### src/rtl/sclk_gen_pkg.sv
package sclk_gen_pkg;

    localparam int unsigned PRE_W_DEFAULT  = 8;
    localparam int unsigned RATE_W_DEFAULT = 8;

    // Which transition, if any, the rate stage makes on a given edge.
    typedef enum logic [1:0] {
        EDGE_NONE  = 2'b00,
        EDGE_LEAD  = 2'b01,
        EDGE_TRAIL = 2'b10
    } edge_kind_e;

    // Effective half prescale: bit 0 dropped, zero promoted to one.
    function automatic int unsigned half_of(input int unsigned pre);
        int unsigned h;
        h = pre >> 1;
        return (h == 0) ? 1 : h;
    endfunction

endpackage

### src/rtl/sclk_cfg_hold.sv
module sclk_cfg_hold #(
    parameter int unsigned PRE_W  = 8,
    parameter int unsigned RATE_W = 8,
    localparam int unsigned HALF_W = PRE_W - 1
) (
    input  logic              clk,
    input  logic              rst_n,
    input  logic              en,
    input  logic [PRE_W-1:0]  prescale,
    input  logic [RATE_W-1:0] rate,
    input  logic              cpol,
    output logic [HALF_W-1:0] half_pre,
    output logic [RATE_W-1:0] rate_q,
    output logic              cpol_q
);

    typedef struct packed {
        logic [HALF_W-1:0] half;
        logic [RATE_W-1:0] rate;
        logic              cpol;
    } cfg_t;

    cfg_t st_d, st_q;
    logic [HALF_W-1:0] half_raw;

    assign half_raw = prescale[PRE_W-1:1];

    always_comb begin
        st_d = st_q;
        if (!en) begin
            st_d.half = (half_raw == '0) ? HALF_W'(1) : half_raw;
            st_d.rate = rate;
            st_d.cpol = cpol;
        end
    end

    always_ff @(posedge clk or negedge rst_n) begin
        if (!rst_n) begin
            st_q <= '{half: HALF_W'(1), rate: '0, cpol: 1'b0};
        end else begin
            st_q <= st_d;
        end
    end

    assign half_pre = st_q.half;
    assign rate_q   = st_q.rate;
    assign cpol_q   = st_q.cpol;

    // the held setting cannot move across an enabled edge
    p_cfg_frozen_r8: assert property (@(posedge clk) disable iff (!rst_n)
        $past(en) |-> $stable(st_q));

    // the effective half prescale is never zero
    p_half_nonzero_r5: assert property (@(posedge clk) disable iff (!rst_n)
        st_q.half != '0);

endmodule

### src/rtl/sclk_prescaler.sv
module sclk_prescaler #(
    parameter int unsigned HALF_W = 7
) (
    input  logic              clk,
    input  logic              rst_n,
    input  logic              run,
    input  logic [HALF_W-1:0] half_pre,
    output logic              tick
);

    typedef struct packed {
        logic [HALF_W-1:0] cnt;
    } pre_st_t;

    pre_st_t st_d, st_q;
    logic    wrap;

    assign wrap = (st_q.cnt == half_pre - HALF_W'(1));

    always_comb begin
        st_d = st_q;
        if (!run || wrap) begin
            st_d.cnt = '0;
        end else begin
            st_d.cnt = st_q.cnt + HALF_W'(1);
        end
    end

    always_ff @(posedge clk or negedge rst_n) begin
        if (!rst_n) begin
            st_q <= '0;
        end else begin
            st_q <= st_d;
        end
    end

    assign tick = run && wrap;

    // the prescale counter stays inside its window
    p_pre_window_r3: assert property (@(posedge clk) disable iff (!rst_n)
        run |-> (st_q.cnt < half_pre));

endmodule

### src/rtl/sclk_rate_stage.sv
module sclk_rate_stage
    import sclk_gen_pkg::*;
#(
    parameter int unsigned RATE_W = 8
) (
    input  logic              clk,
    input  logic              rst_n,
    input  logic              run,
    input  logic              tick,
    input  logic [RATE_W-1:0] rate,
    input  logic              idle_lvl_next,
    input  logic              idle_lvl,
    output logic              sclk,
    output logic              lead_stb,
    output logic              trail_stb
);

    typedef struct packed {
        logic [RATE_W-1:0] cnt;
        logic              sclk;
        edge_kind_e        kind;
    } rate_st_t;

    rate_st_t st_d, st_q;

    always_comb begin
        st_d      = st_q;
        st_d.kind = EDGE_NONE;
        if (!run) begin
            st_d.cnt  = '0;
            st_d.sclk = idle_lvl_next;
        end else if (tick) begin
            if (st_q.cnt == rate) begin
                st_d.cnt  = '0;
                st_d.sclk = ~st_q.sclk;
                st_d.kind = (st_q.sclk == idle_lvl) ? EDGE_LEAD : EDGE_TRAIL;
            end else begin
                st_d.cnt = st_q.cnt + RATE_W'(1);
            end
        end
    end

    always_ff @(posedge clk or negedge rst_n) begin
        if (!rst_n) begin
            st_q <= '{cnt: '0, sclk: 1'b0, kind: EDGE_NONE};
        end else begin
            st_q <= st_d;
        end
    end

    assign sclk      = st_q.sclk;
    assign lead_stb  = (st_q.kind == EDGE_LEAD);
    assign trail_stb = (st_q.kind == EDGE_TRAIL);

    // the rate counter never passes the frozen rate value
    p_rate_window_r3: assert property (@(posedge clk) disable iff (!rst_n)
        run |-> (st_q.cnt <= rate));

endmodule

### src/rtl/sclk_gen_top.sv
module sclk_gen_top
    import sclk_gen_pkg::*;
#(
    parameter int unsigned PRE_W  = PRE_W_DEFAULT,
    parameter int unsigned RATE_W = RATE_W_DEFAULT,
    localparam int unsigned HALF_W = PRE_W - 1,
    localparam int unsigned GAP_W  = PRE_W + RATE_W
) (
    input  logic              clk,
    input  logic              rst_n,
    input  logic              en,
    input  logic [PRE_W-1:0]  prescale,
    input  logic [RATE_W-1:0] rate,
    input  logic              cpol,
    output logic              sclk,
    output logic              lead_stb,
    output logic              trail_stb
);

    logic [HALF_W-1:0] half_pre;
    logic [RATE_W-1:0] rate_q;
    logic              cpol_q;
    logic              tick;

    sclk_cfg_hold #(.PRE_W(PRE_W), .RATE_W(RATE_W)) u_cfg (
        .clk      (clk),
        .rst_n    (rst_n),
        .en       (en),
        .prescale (prescale),
        .rate     (rate),
        .cpol     (cpol),
        .half_pre (half_pre),
        .rate_q   (rate_q),
        .cpol_q   (cpol_q)
    );

    sclk_prescaler #(.HALF_W(HALF_W)) u_pre (
        .clk      (clk),
        .rst_n    (rst_n),
        .run      (en),
        .half_pre (half_pre),
        .tick     (tick)
    );

    sclk_rate_stage #(.RATE_W(RATE_W)) u_rate (
        .clk           (clk),
        .rst_n         (rst_n),
        .run           (en),
        .tick          (tick),
        .rate          (rate_q),
        .idle_lvl_next (cpol),
        .idle_lvl      (cpol_q),
        .sclk          (sclk),
        .lead_stb      (lead_stb),
        .trail_stb     (trail_stb)
    );

    // Independent half-period measurement for the checks below.
    logic [GAP_W-1:0] gap_d, gap_q;
    logic [GAP_W-1:0] exp_half;

    assign exp_half = GAP_W'(half_pre) * (GAP_W'(rate_q) + GAP_W'(1));

    always_comb begin
        if (!en) begin
            gap_d = '0;
        end else if (lead_stb || trail_stb) begin
            gap_d = GAP_W'(1);
        end else begin
            gap_d = gap_q + GAP_W'(1);
        end
    end

    always_ff @(posedge clk or negedge rst_n) begin
        if (!rst_n) begin
            gap_q <= '0;
        end else begin
            gap_q <= gap_d;
        end
    end

    // each strobe lands exactly one half period after the last
    p_half_period_r3: assert property (@(posedge clk) disable iff (!rst_n)
        (lead_stb || trail_stb) |-> (gap_q == exp_half));

    // disabled means idle level and quiet strobes
    p_idle_level_r2: assert property (@(posedge clk) disable iff (!rst_n)
        !en |=> (sclk == $past(cpol)) && !lead_stb && !trail_stb);

    // strobes are exclusive
    p_strobe_excl_r7: assert property (@(posedge clk) disable iff (!rst_n)
        !(lead_stb && trail_stb));

    // leading strobe means sclk just left idle
    p_lead_dir_r7: assert property (@(posedge clk) disable iff (!rst_n)
        lead_stb |-> (sclk != cpol_q) && (sclk != $past(sclk)));

    // trailing strobe means sclk just returned to idle
    p_trail_dir_r7: assert property (@(posedge clk) disable iff (!rst_n)
        trail_stb |-> (sclk == cpol_q) && (sclk != $past(sclk)));

    // while running, sclk never moves without a strobe
    p_no_silent_edge_r7: assert property (@(posedge clk) disable iff (!rst_n)
        ($past(en) && (sclk != $past(sclk))) |-> (lead_stb || trail_stb));

endmodule

### config.mk
export PLATFORM = sky130hd
export DESIGN_NAME = sclk_gen_top
export DESIGN_NICKNAME = d
export VERILOG_FILES = /design/src/rtl/sclk_gen_pkg.sv /design/src/rtl/sclk_cfg_hold.sv /design/src/rtl/sclk_prescaler.sv /design/src/rtl/sclk_rate_stage.sv /design/src/rtl/sclk_gen_top.sv
export SDC_FILE = /design/constraint.sdc
export NUM_CORES = 1
export LEC_CHECK = 0
export BUFFER_PORTS_ARGS = -buffer_cell sky130_fd_sc_hd__buf_4
export CORE_UTILIZATION = 52
export DETAILED_ROUTE_END_ITERATION = 8
export MAX_ROUTING_LAYER = met4
export PLACE_DENSITY = 0.81
export SETUP_SLACK_MARGIN = 0.5
export SYNTH_ARGS = -nofsm -noshare
export SYNTH_HDL_FRONTEND = slang
export SYNTH_SLANG_ARGS = --single-unit
### constraint.sdc
create_clock -name clk -period 2.8 [get_ports clk]
set_input_delay 0.42 -clock clk [delete_from_list [all_inputs] [get_ports clk]]
set_output_delay 0.42 -clock clk [all_outputs]
set_load 0.05 [all_outputs]
### Word level (Yosys, flattened, before mapping)

Index checks and enable logic that the tools add are counted.

* add/sub/neg operators: 3
* $mul: 0
* divide/modulo/power cells: 0
* magnitude comparators: 0
* eq/ne operators: 7
* shift operators: 0
* multiplexer cells: 8
* bitwise gates (word level): 1
* reduce and logical (&&, ||, !) cells: 5

Operators with widths (count)
* two-way mux 7 bit: 2
* two-way mux 11 bit: 1
* two-way mux 9 bit: 1
* adder 8 x 1 -> 8 bit (second input constant): 1
* == test 8 bit: 1
* two-way mux 8 bit: 1
* adder 7 x 1 -> 7 bit (second input constant): 1
* == test 7 bit: 1
* zero test 7 bit: 1
* subtractor 7 x 1 -> 7 bit (second input constant): 1
* two-way mux 2 bit: 2
* inequality test 2 x 1 -> 1 bit (second input constant): 2
* two-way mux 3 bit: 1
* == test 2 x 1 -> 1 bit (second input constant): 1
* == test 2 bit (second input constant): 1
* AND reduction 2 bit: 1
* == test 1 bit: 1
* logical AND 1 bit: 1
* zero test 1 bit: 1
* logical OR 1 bit: 1
* NOT 1 bit: 1

* bits in registers: 34
* latch bits: 0
* bits in writable memories: 0
* ROM bits: 0
* output and inout bits: 3
* memories kept: 0

### Logic depth before layout (Yosys ltp)

Gate-level depths: netlist of the first run.

* word-level depth: 5
* mapped depth: 9
* gate-level depth less buffers: 8

### Hierarchy

A second synthesis of the first run with hierarchy kept.

* cell total of the unflattened synthesis: 164
* area, all modules: 1826.8 µm²

By module, submodules not included
* sclk_rate_stage: times used 1, cells an instance 75, area each 680.7 µm², sequential area each 275.3 µm²
* sclk_cfg_hold: times used 1, cells an instance 36, area each 620.6 µm², sequential area each 401.6 µm²
* sclk_prescaler: times used 1, cells an instance 53, area each 525.5 µm², sequential area each 175.2 µm²

### Least setup slack after synthesis of the first run

OpenSTA, ideal clock, no wires.

* path type: register to register
* from: register u_cfg.st_q (netlist bit u_cfg.half_pre[0])
* to: register u_rate.st_q[6] (netlist name)
* arrival: 2304 ps
* data required time: 2680 ps
* slack: 376 ps
* stages on the path, launching flop included: 10
* path through: dfstp_2 -> inv_1 -> ha_1 -> nor2b_1 -> or3_1 -> a31oi_1 -> nand4_1 -> buf_2 -> o311a_1 -> a41o_1

* cells in the longest elaborated chain, start to end: 4

RTL lines
* start: declaration: RTL line sclk_cfg_hold.sv:23 `cfg_t st_d, st_q;`
* start signal: assignment: RTL line sclk_cfg_hold.sv:39 `st_q <= '{half: HALF_W'(1), rate: '0, cpol: 1'b0};`
* start signal: assignment: RTL line sclk_cfg_hold.sv:41 `st_q <= st_d;`
* subtractor 7 x 1 -> 7 bit: RTL line sclk_prescaler.sv:18 `assign wrap = (st_q.cnt == half_pre - HALF_W'(1));`
* == test 7 bit: RTL line sclk_prescaler.sv:18
* logical AND 1 bit: RTL line sclk_prescaler.sv:37 `assign tick = run && wrap;`
* inequality test 2 x 1 -> 1 bit (no source line)
* end signal: assignment: RTL line sclk_rate_stage.sv:45 `st_q <= '{cnt: '0, sclk: 1'b0, kind: EDGE_NONE};`
* end signal: assignment: RTL line sclk_rate_stage.sv:47 `st_q <= st_d;`
* end: declaration: RTL line sclk_rate_stage.sv:24 `rate_st_t st_d, st_q;`

No other way between the ends.
A chain may end at the register's enable or synchronous reset.

### Worst setup path in the final report of the first run

* from: register u_cfg.st_q (netlist bit u_cfg.half_pre[0])
* to: register u_rate.st_q (netlist bit u_rate.sclk)

* cells in the longest elaborated chain, start to end: 5

RTL lines (RTL line)
* subtractor 7 x 1 -> 7 bit: sclk_prescaler.sv:18
* == test 7 bit: sclk_prescaler.sv:18
* logical AND 1 bit: sclk_prescaler.sv:37
* inequality test 2 x 1 -> 1 bit (no source line)
* AND reduction 2 bit (no source line)

No other way between the ends.

==> impl_results.md, run 1 <==
* Largest net degree at the start of global routing at 38
* Via count at 1,408
* Synth cell types at 42
* GPL Wtd Cong at 0.764
* Crit path time final at 2.33 ns
* Simple logic cell fraction of the synthesized area at 0.190
* EDFF count, synth at 0
* CTS Hold Buffers Added at 0
* Run status: finished, final reports clean
* Max-cap check violation count at 0
* Synthesized area per cell at 10.7 um2
* Post-synthesis net count at 196
* Final setup violation count at 0
* PwrDens at 451 mW/mm2
* Number of global-route vias before repair at 1,316
* CTS tree: yes
* WL/cell at 14.6 um
* CP required at 3.07 ns
* Worst min path class: in -> async
* P&R area growth vs syn at 17.7%
* H-tree levels at 2
* IO Pins at 23
* Non-filler cells, final at 247
* Top cells by area, synth: dfrtp_1 45%, mux2_2 9.1%, xnor2_1 7.1%
* CTS Buf Count at 5
* XOR/XNOR share of the synthesized area at 0.0995
* Routed wire length at 3620 um
* Share of cells above drive strength 1 at 0.308
* Normalized max-slew margin at 0.700
* Worst-Skew Late Latency at 0.34 ns
* Largest family of logic cells by synthesized area: simple AND/OR/NAND/NOR gates
* DR DRC count at 0
* Core Box Area at 0.00336 mm2
* Sequential area share after synthesis at 0.461
* Area leader, netlist: dfrtp_1
* GRT overflow at 0
* RSZ-0062 raised after global routing: yes
* Count leader, synth: dfrtp_1
* Dpl hpwl at 2510 um
* Synth top area share at 0.447
* GRT Total Usage at 0.218
* Dpl cells at 233
* F_max at 429 MHz
* CP endpoint kind: flip-flop
* Std-Cell Rows at 21
* Setup CP Type: reg -> reg
* Startpoint Class: flip-flop
* Yosys warnings at 0
* Largest fanout on the critical path at 6
* Setup skew after layout at 0.0147 ns
* Cell leakage power at 0.933 nW
* PortBufs at 21
* Nets at 224
* Initial Utilization at 0.550
* DRT Pass-1 Iters at 4
* Initial antenna violation count at 0
* # clock sinks at 34
* Slew @ Worst Pin at 0.449 ns
* FFs w/ async S/R, synth at 1.00
* Hold Vio Cnt, Final at 0
* Final period util at 0.833
* Die width at 61.6 um
* Peak VDD IR at 0.000332 V
* Main synth FF type: dfrtp_1
* Synth top cells by count: 33 x dfrtp_1, 17 x nor2_1, 15 x mux2_2, 15 x xnor2_1
* Yosys reg bits at 34
* Post-Synth Adder-Cell Area at 0.0203
* Data arrival time of the worst path at 2.60 ns
* Mapped Cells at 173
* DR vias/cell at 5.70
* # diodes at 0
* Synth Area in Compound Gates at 0.105
* Post-route ant nets at 0
* Clock-pin slew on the worst setup and hold paths at 0.11 ns
* Height of the die at 61.6 um
* Fill count at 279
* First DRT Iteration DRCs at 63
* Full die area at 0.00380 mm2
* Mux share of post-synthesis cell area at 0.0968
* First-pass GRT wire length at 5810 um
* CTS Root Cell: clkbuf_4
* Cell Area, Synth at 0.00185 mm2
* Pins over their slew limit at 0
* Setup TNS Final at 0 ns
* CTS Buffer Depth at 2
routing by layer:
metal  track usage  vias up  wire [um]
met4         0.108        0        137
met2         0.327       48       1700
met5             -        -          0
met1         0.278      668       1620
met3        0.0483       15        164
li1              -      677          -
report_power, final:
group,internal [mW],switching (mW),leakage [nW]
clock,0.0901,0.154,0.0308
sequential,0.521,0.0308,0.432
combinational,0.0946,0.0905,0.470
total,0.706,0.275,0.933
repair_timing:
action	4_1_cts	5_1_grt
setup endpoints to repair	15	17
cloned	0	1
hold endpoints to repair	0	0
setup buffers	2	4
gates resized for setup	2	6
pin swaps	0	8
critical path, stage by stage, from the launching register on:
cell and delay (ns):
dfstp_2 0.54, inv_2 0.05, ha_4 0.16, nor2b_1 0.12
or3_1 0.31, a31oi_1 0.17, nand4_1 0.14, buf_6 0.17
or4_4 0.46, a31oi_1 0.16
registers in the layout (all words and copies together) (netlist names):
signal and count:
u_cfg.cpol_q 1, u_cfg.half_pre 7, u_cfg.rate_q 8, u_pre.st_q 7
u_rate.sclk 1, u_rate.st_q 10
cells by family (layout without fill, tap and decap cells):
kind of cell	count (synthesis)	after routing
simple gates	61	61
flops	34	34
compound gates	25	25
xor+xnor	21	21
mux	16	16
buf+inv	13	41
fa+ha+maj	3	3
worst paths after layout:
check,start,end,slack (ns),depth (start not counted)
hold reg to reg,u_pre.st_q[0],u_pre.st_q[0],0.52,1
min in group clk,rate[1],u_cfg.rate_q[1],0.32,2
setup reg to reg,u_cfg.half_pre[0],u_rate.sclk,0.47,9
max in group asynchronous,rst_n,u_cfg.half_pre[0],2.44,1
setup / recovery,u_cfg.half_pre[0],u_rate.sclk,0.47,9
hold / removal,rst_n,u_rate.st_q[8],0.007,1
metrics by stage:
step	cell area [um2]	utilization	total power, mW	hold slack, ns	worst slack [ns]
final	2180	0.647	0.981	0.00682	0.467
after global routing	2180	0.647	1.03	0.0253	0.359
after CTS	2120	0.632	0.973	0.0135	0.458
after detailed placement	2050	0.610	0.726	0.385	0.396
after global placement	2050	0.610	0.713	0.376	0.459
after floorplan	1870	-	0.669	0.124	0.503
cell usage in the layout (no fill, tap or decap), types with 3 or more instances in the layout:
master    Yosys  final
o21ai_0       3      3
buf_4         0     27
a211o_1       3      3
inv_1         5      4
and3b_1       3      3
dfrtp_1      33     33
nor3_1        4      4
nand2_1       6      6
and3_1        3      3
nor3b_1       3      3
a32o_1        3      3
nor2_1       17     16
xor2_1        6      6
xnor2_1      15     15
nand4_1       3      3
mux2_2       15     15
nand3_1       5      5
clkbuf_4      0      5
a31oi_1       3      3
nor2b_1       5      5
cell type report:
| type | count | area (um2) | share of cell area |
|---|---|---|---|
| multi-input cells | 126 | 976 | 0.448 |
| flip-flops and latches | 34 | 852 | 0.391 |
| repair buffers | 29 | 225 | 0.103 |
| well taps | 46 | 57.6 | 0.0264 |
| clock buffers | 5 | 37.5 | 0.0172 |
| inverters | 5 | 18.8 | 0.00862 |
| clock inverters | 2 | 10.0 | 0.00460 |
(Power assumes the default switching activity.)
==> run 2, diff against run 1 <==
--- a/config.mk
+++ b/config.mk
@@ -5,6 +5,7 @@
 export SDC_FILE = /design/constraint.sdc
 export NUM_CORES = 1
 export LEC_CHECK = 0
+export ABC_AREA = 1
 export BUFFER_PORTS_ARGS = -buffer_cell sky130_fd_sc_hd__buf_4
 export CORE_UTILIZATION = 52
 export DETAILED_ROUTE_END_ITERATION = 8
==> constraint.sdc (replaced) <==
create_clock -name clk -period 2.2 [get_ports clk]
set_input_delay 0.33 -clock clk [delete_from_list [all_inputs] [get_ports clk]]
set_output_delay 0.33 -clock clk [all_outputs]
set_load 0.05 [all_outputs]
==> impl_results.md, run 2 <==
* Pins over their slew limit at 0
* Die width at 62.5 um
* Clock-pin slew on the worst setup and hold paths at 0.11 ns
* Initial antenna violation count at 0
* Flop2flop setup slack at 0.36 ns
* Hold Vio Cnt, Final at 0
* Normalized max-slew margin at 0.719
* Run status: finished, final reports clean
* Share of cells above drive strength 1 at 0.239
* First-pass GRT wire length at 6590 um
* PwrDens at 580 mW/mm2
* Cell Area, Synth at 0.00190 mm2
* Sequential area share after synthesis at 0.448
* CTS Buf Count at 5
* RSZ-0062 raised after global routing: yes
* Largest net degree at the start of global routing at 35
* Post-route ant nets at 0
* Yosys warnings at 0
* DR vias/cell at 4.99
* Std-Cell Rows at 21
* Top cells by area, synth: dfrtp_1 43%, nand2_1 15%, inv_1 7.1%
* Synth cell types at 24
* Critical Path Max Stage Delay at 0.56 ns
* Setup CP Type: reg -> reg
* Reg-to-Reg End: u_rate.st_q[4]
* Number of global-route vias before repair at 1,609
* Max-cap check violation count at 0
* DRT Pass-1 Iters at 4
* WP buf/inv at 2
* PortBufs at 21
* Mapped Cells at 248
* H-tree levels at 2
* Fill count at 268
* First DRT Iteration DRCs at 83
* GPL Wtd Cong at 0.828
* Largest fanout on the critical path at 6
* Hold_sp: rate[7]
* P&R area growth vs syn at 23.6%
* CTS Buffer Depth at 2
* Startpoint Class: flip-flop
* Final setup violation count at 0
* F_max at 543 MHz
* Height of the die at 62.5 um
* CTS Root Cell: clkbuf_4
* DR DRC count at 0
* Dpl hpwl at 2660 um
* FFs w/ async S/R, synth at 1.00
* Synth top area share at 0.434
* Initial Utilization at 0.557
* GRT Total Usage at 0.220
* Post-synthesis net count at 271
* Count leader, synth: nand2_1
* GRT overflow at 0
* Commonest non-fill, non-tap cell in the layout: nand2_1
* Hold path cells at 3
* Worst min path class: in -> reg
* Area leader, netlist: dfrtp_1
* Final period util at 0.837
* Synthesized area per cell at 7.67 um2
* Slack of the critical path at 0.359 ns
* Largest Register: u_rate.st_q
* Slew @ Worst Pin at 0.421 ns
* Hold endpoint: u_cfg.rate_q[7]
* Max FFs per register at 10
* Main synth FF type: dfrtp_1
* Crit path time final at 1.84 ns
* CTS tree: yes
* Crit-path leading delay family: flip-flops
* IO Pins at 23
* Nets at 306
* CP required at 2.44 ns
* Most frequent cells in the layout: 72 x nand2_1, 33 x inv_1, 32 x dfrtp_1, 29 x buf_4, 23 x nor2_1
* # clock sinks at 34
* Setup TNS Final at 0 ns
* Reg-to-Reg Start: u_cfg.half_pre[0]
* Setup skew after layout at 0.0115 ns
* Cell leakage power at 1.16 nW
* Via count at 1,647
* Yosys reg bits at 34
* Routed wire length at 3850 um
* Worst-Skew Late Latency at 0.35 ns
* # diodes at 0
* Peak VDD IR at 0.000476 V
* Crit path cell chain: inv_4, ha_4, nor2_2, nor3_4, nand3_4, o21ai_4, buf_4, o21ai_1
* Place WS at 0.259 ns
* Full die area at 0.00391 mm2
* CP max stage cell: dfstp_2
* EDFF count, synth at 0
* R2R cell count at 8
* CP endpoint kind: flip-flop
* Synth top cells by count: 77 x nand2_1, 36 x inv_1, 33 x dfrtp_1, 25 x nor2_1, 15 x nand3_1
* WL/cell at 11.7 um
* Data arrival time of the worst path at 2.08 ns
* Core Box Area at 0.00342 mm2
==> run 2: cell count changes after synthesis, moves of 5 or more <==
cell	before	now
o21ai_1	1	6
inv_1	5	36
nor2b_1	5	0
o21ai_0	3	14
nand2_1	6	77
xnor2_1	15	7
nor2_1	17	25
mux2_2	15	0
nand3_1	5	15
==> run 2: cells by family (layout without fill, tap and decap cells) <==
| kind of cell | after synthesis | in the layout | share of synthesized area |
|---|---|---|---|
| AND/OR/NAND/NOR | 134 | 134 | 0.320 |
| AO/OA/AOI/OAI | 22 | 22 | 0.0651 |
| adder cells (fa/ha/maj) | 3 | 3 | 0.0197 |
| buffers and inverters | 40 | 76 | 0.0789 |
| XOR/XNOR | 15 | 15 | 0.0690 |
| flip-flops | 34 | 34 | 0.448 |
==> run 2: area by class of cell <==
type	instances	area (um2)	area share
clock inverter	2	12.5	0.00532
multi-input combinational	174	997	0.424
sequential	34	853	0.363
inverter	37	141	0.0601
clock buffer	6	51.3	0.0218
tap	46	57.6	0.0245
timing repair buffer	31	239	0.102
==> run 2: worst max-delay path by stage <==
| stage | from | endpoint | slack (ns) | cells past startpoint |
|---|---|---|---|---|
| after floorplan | u_cfg.half_pre[0] | u_rate.sclk | 0.43 | 9 |
| after global placement | u_cfg.half_pre[0] | u_rate.sclk | 0.30 | 9 |
| after detailed placement | u_cfg.half_pre[0] | u_rate.sclk | 0.26 | 10 |
| after CTS | u_cfg.half_pre[0] | u_rate.sclk | 0.36 | 10 |
| after global routing | u_cfg.half_pre[2] | u_rate.sclk | 0.26 | 10 |
| final | u_cfg.half_pre[0] | u_rate.st_q[4] | 0.36 | 8 |
==> run 2: routing by layer <==
metal / track usage / wire length [um] / vias up
li1: - / - / 835
met1: 0.262 / 1720 / 785
met2: 0.365 / 1970 / 20
met3: 0.0547 / 110 / 7
met4: 0.0698 / 48 / 0
met5: - / 0 / -
==> run 2: metrics by stage <==
| stage | hold slack (ns) | total power [mW] | util | area (um2) | instances |
|---|---|---|---|---|---|
| after CTS | 0.178 | 1.34 | 0.659 | 2250 | 326 |
| after detailed placement | 0.301 | 0.953 | 0.626 | 2140 | 313 |
| after global routing | 0.186 | 1.45 | 0.689 | 2350 | 330 |
| after floorplan | 0.0344 | 0.874 | - | 1930 | 248 |
| after global placement | 0.303 | 0.945 | 0.626 | 2140 | 313 |
| final | 0.179 | 1.37 | 0.689 | 2350 | 330 |
==> run 2: worst reg2reg max path: stages (launching register included) <==
cell,delay (ns)
dfstp_2,0.56
inv_4,0.04
ha_4,0.27
nor2_2,0.04
nor3_4,0.21
nand3_4,0.14
o21ai_4,0.27
buf_4,0.16
o21ai_1,0.05
==> run 2: repair_timing <==
action                                  CTS  global route
hold buffers                              1             0
pin swaps                                 6             8
gates resized for setup                   2            20
buffers inserted                          4             4
endpoints found under the setup margin   18            18
endpoints found under the hold margin    33             0
==> run 2: where the power goes <==
group	internal, mW	leakage [nW]	switching, mW
combinational	0.127	0.684	0.167
sequential	0.661	0.438	0.0383
clock	0.153	0.0343	0.218
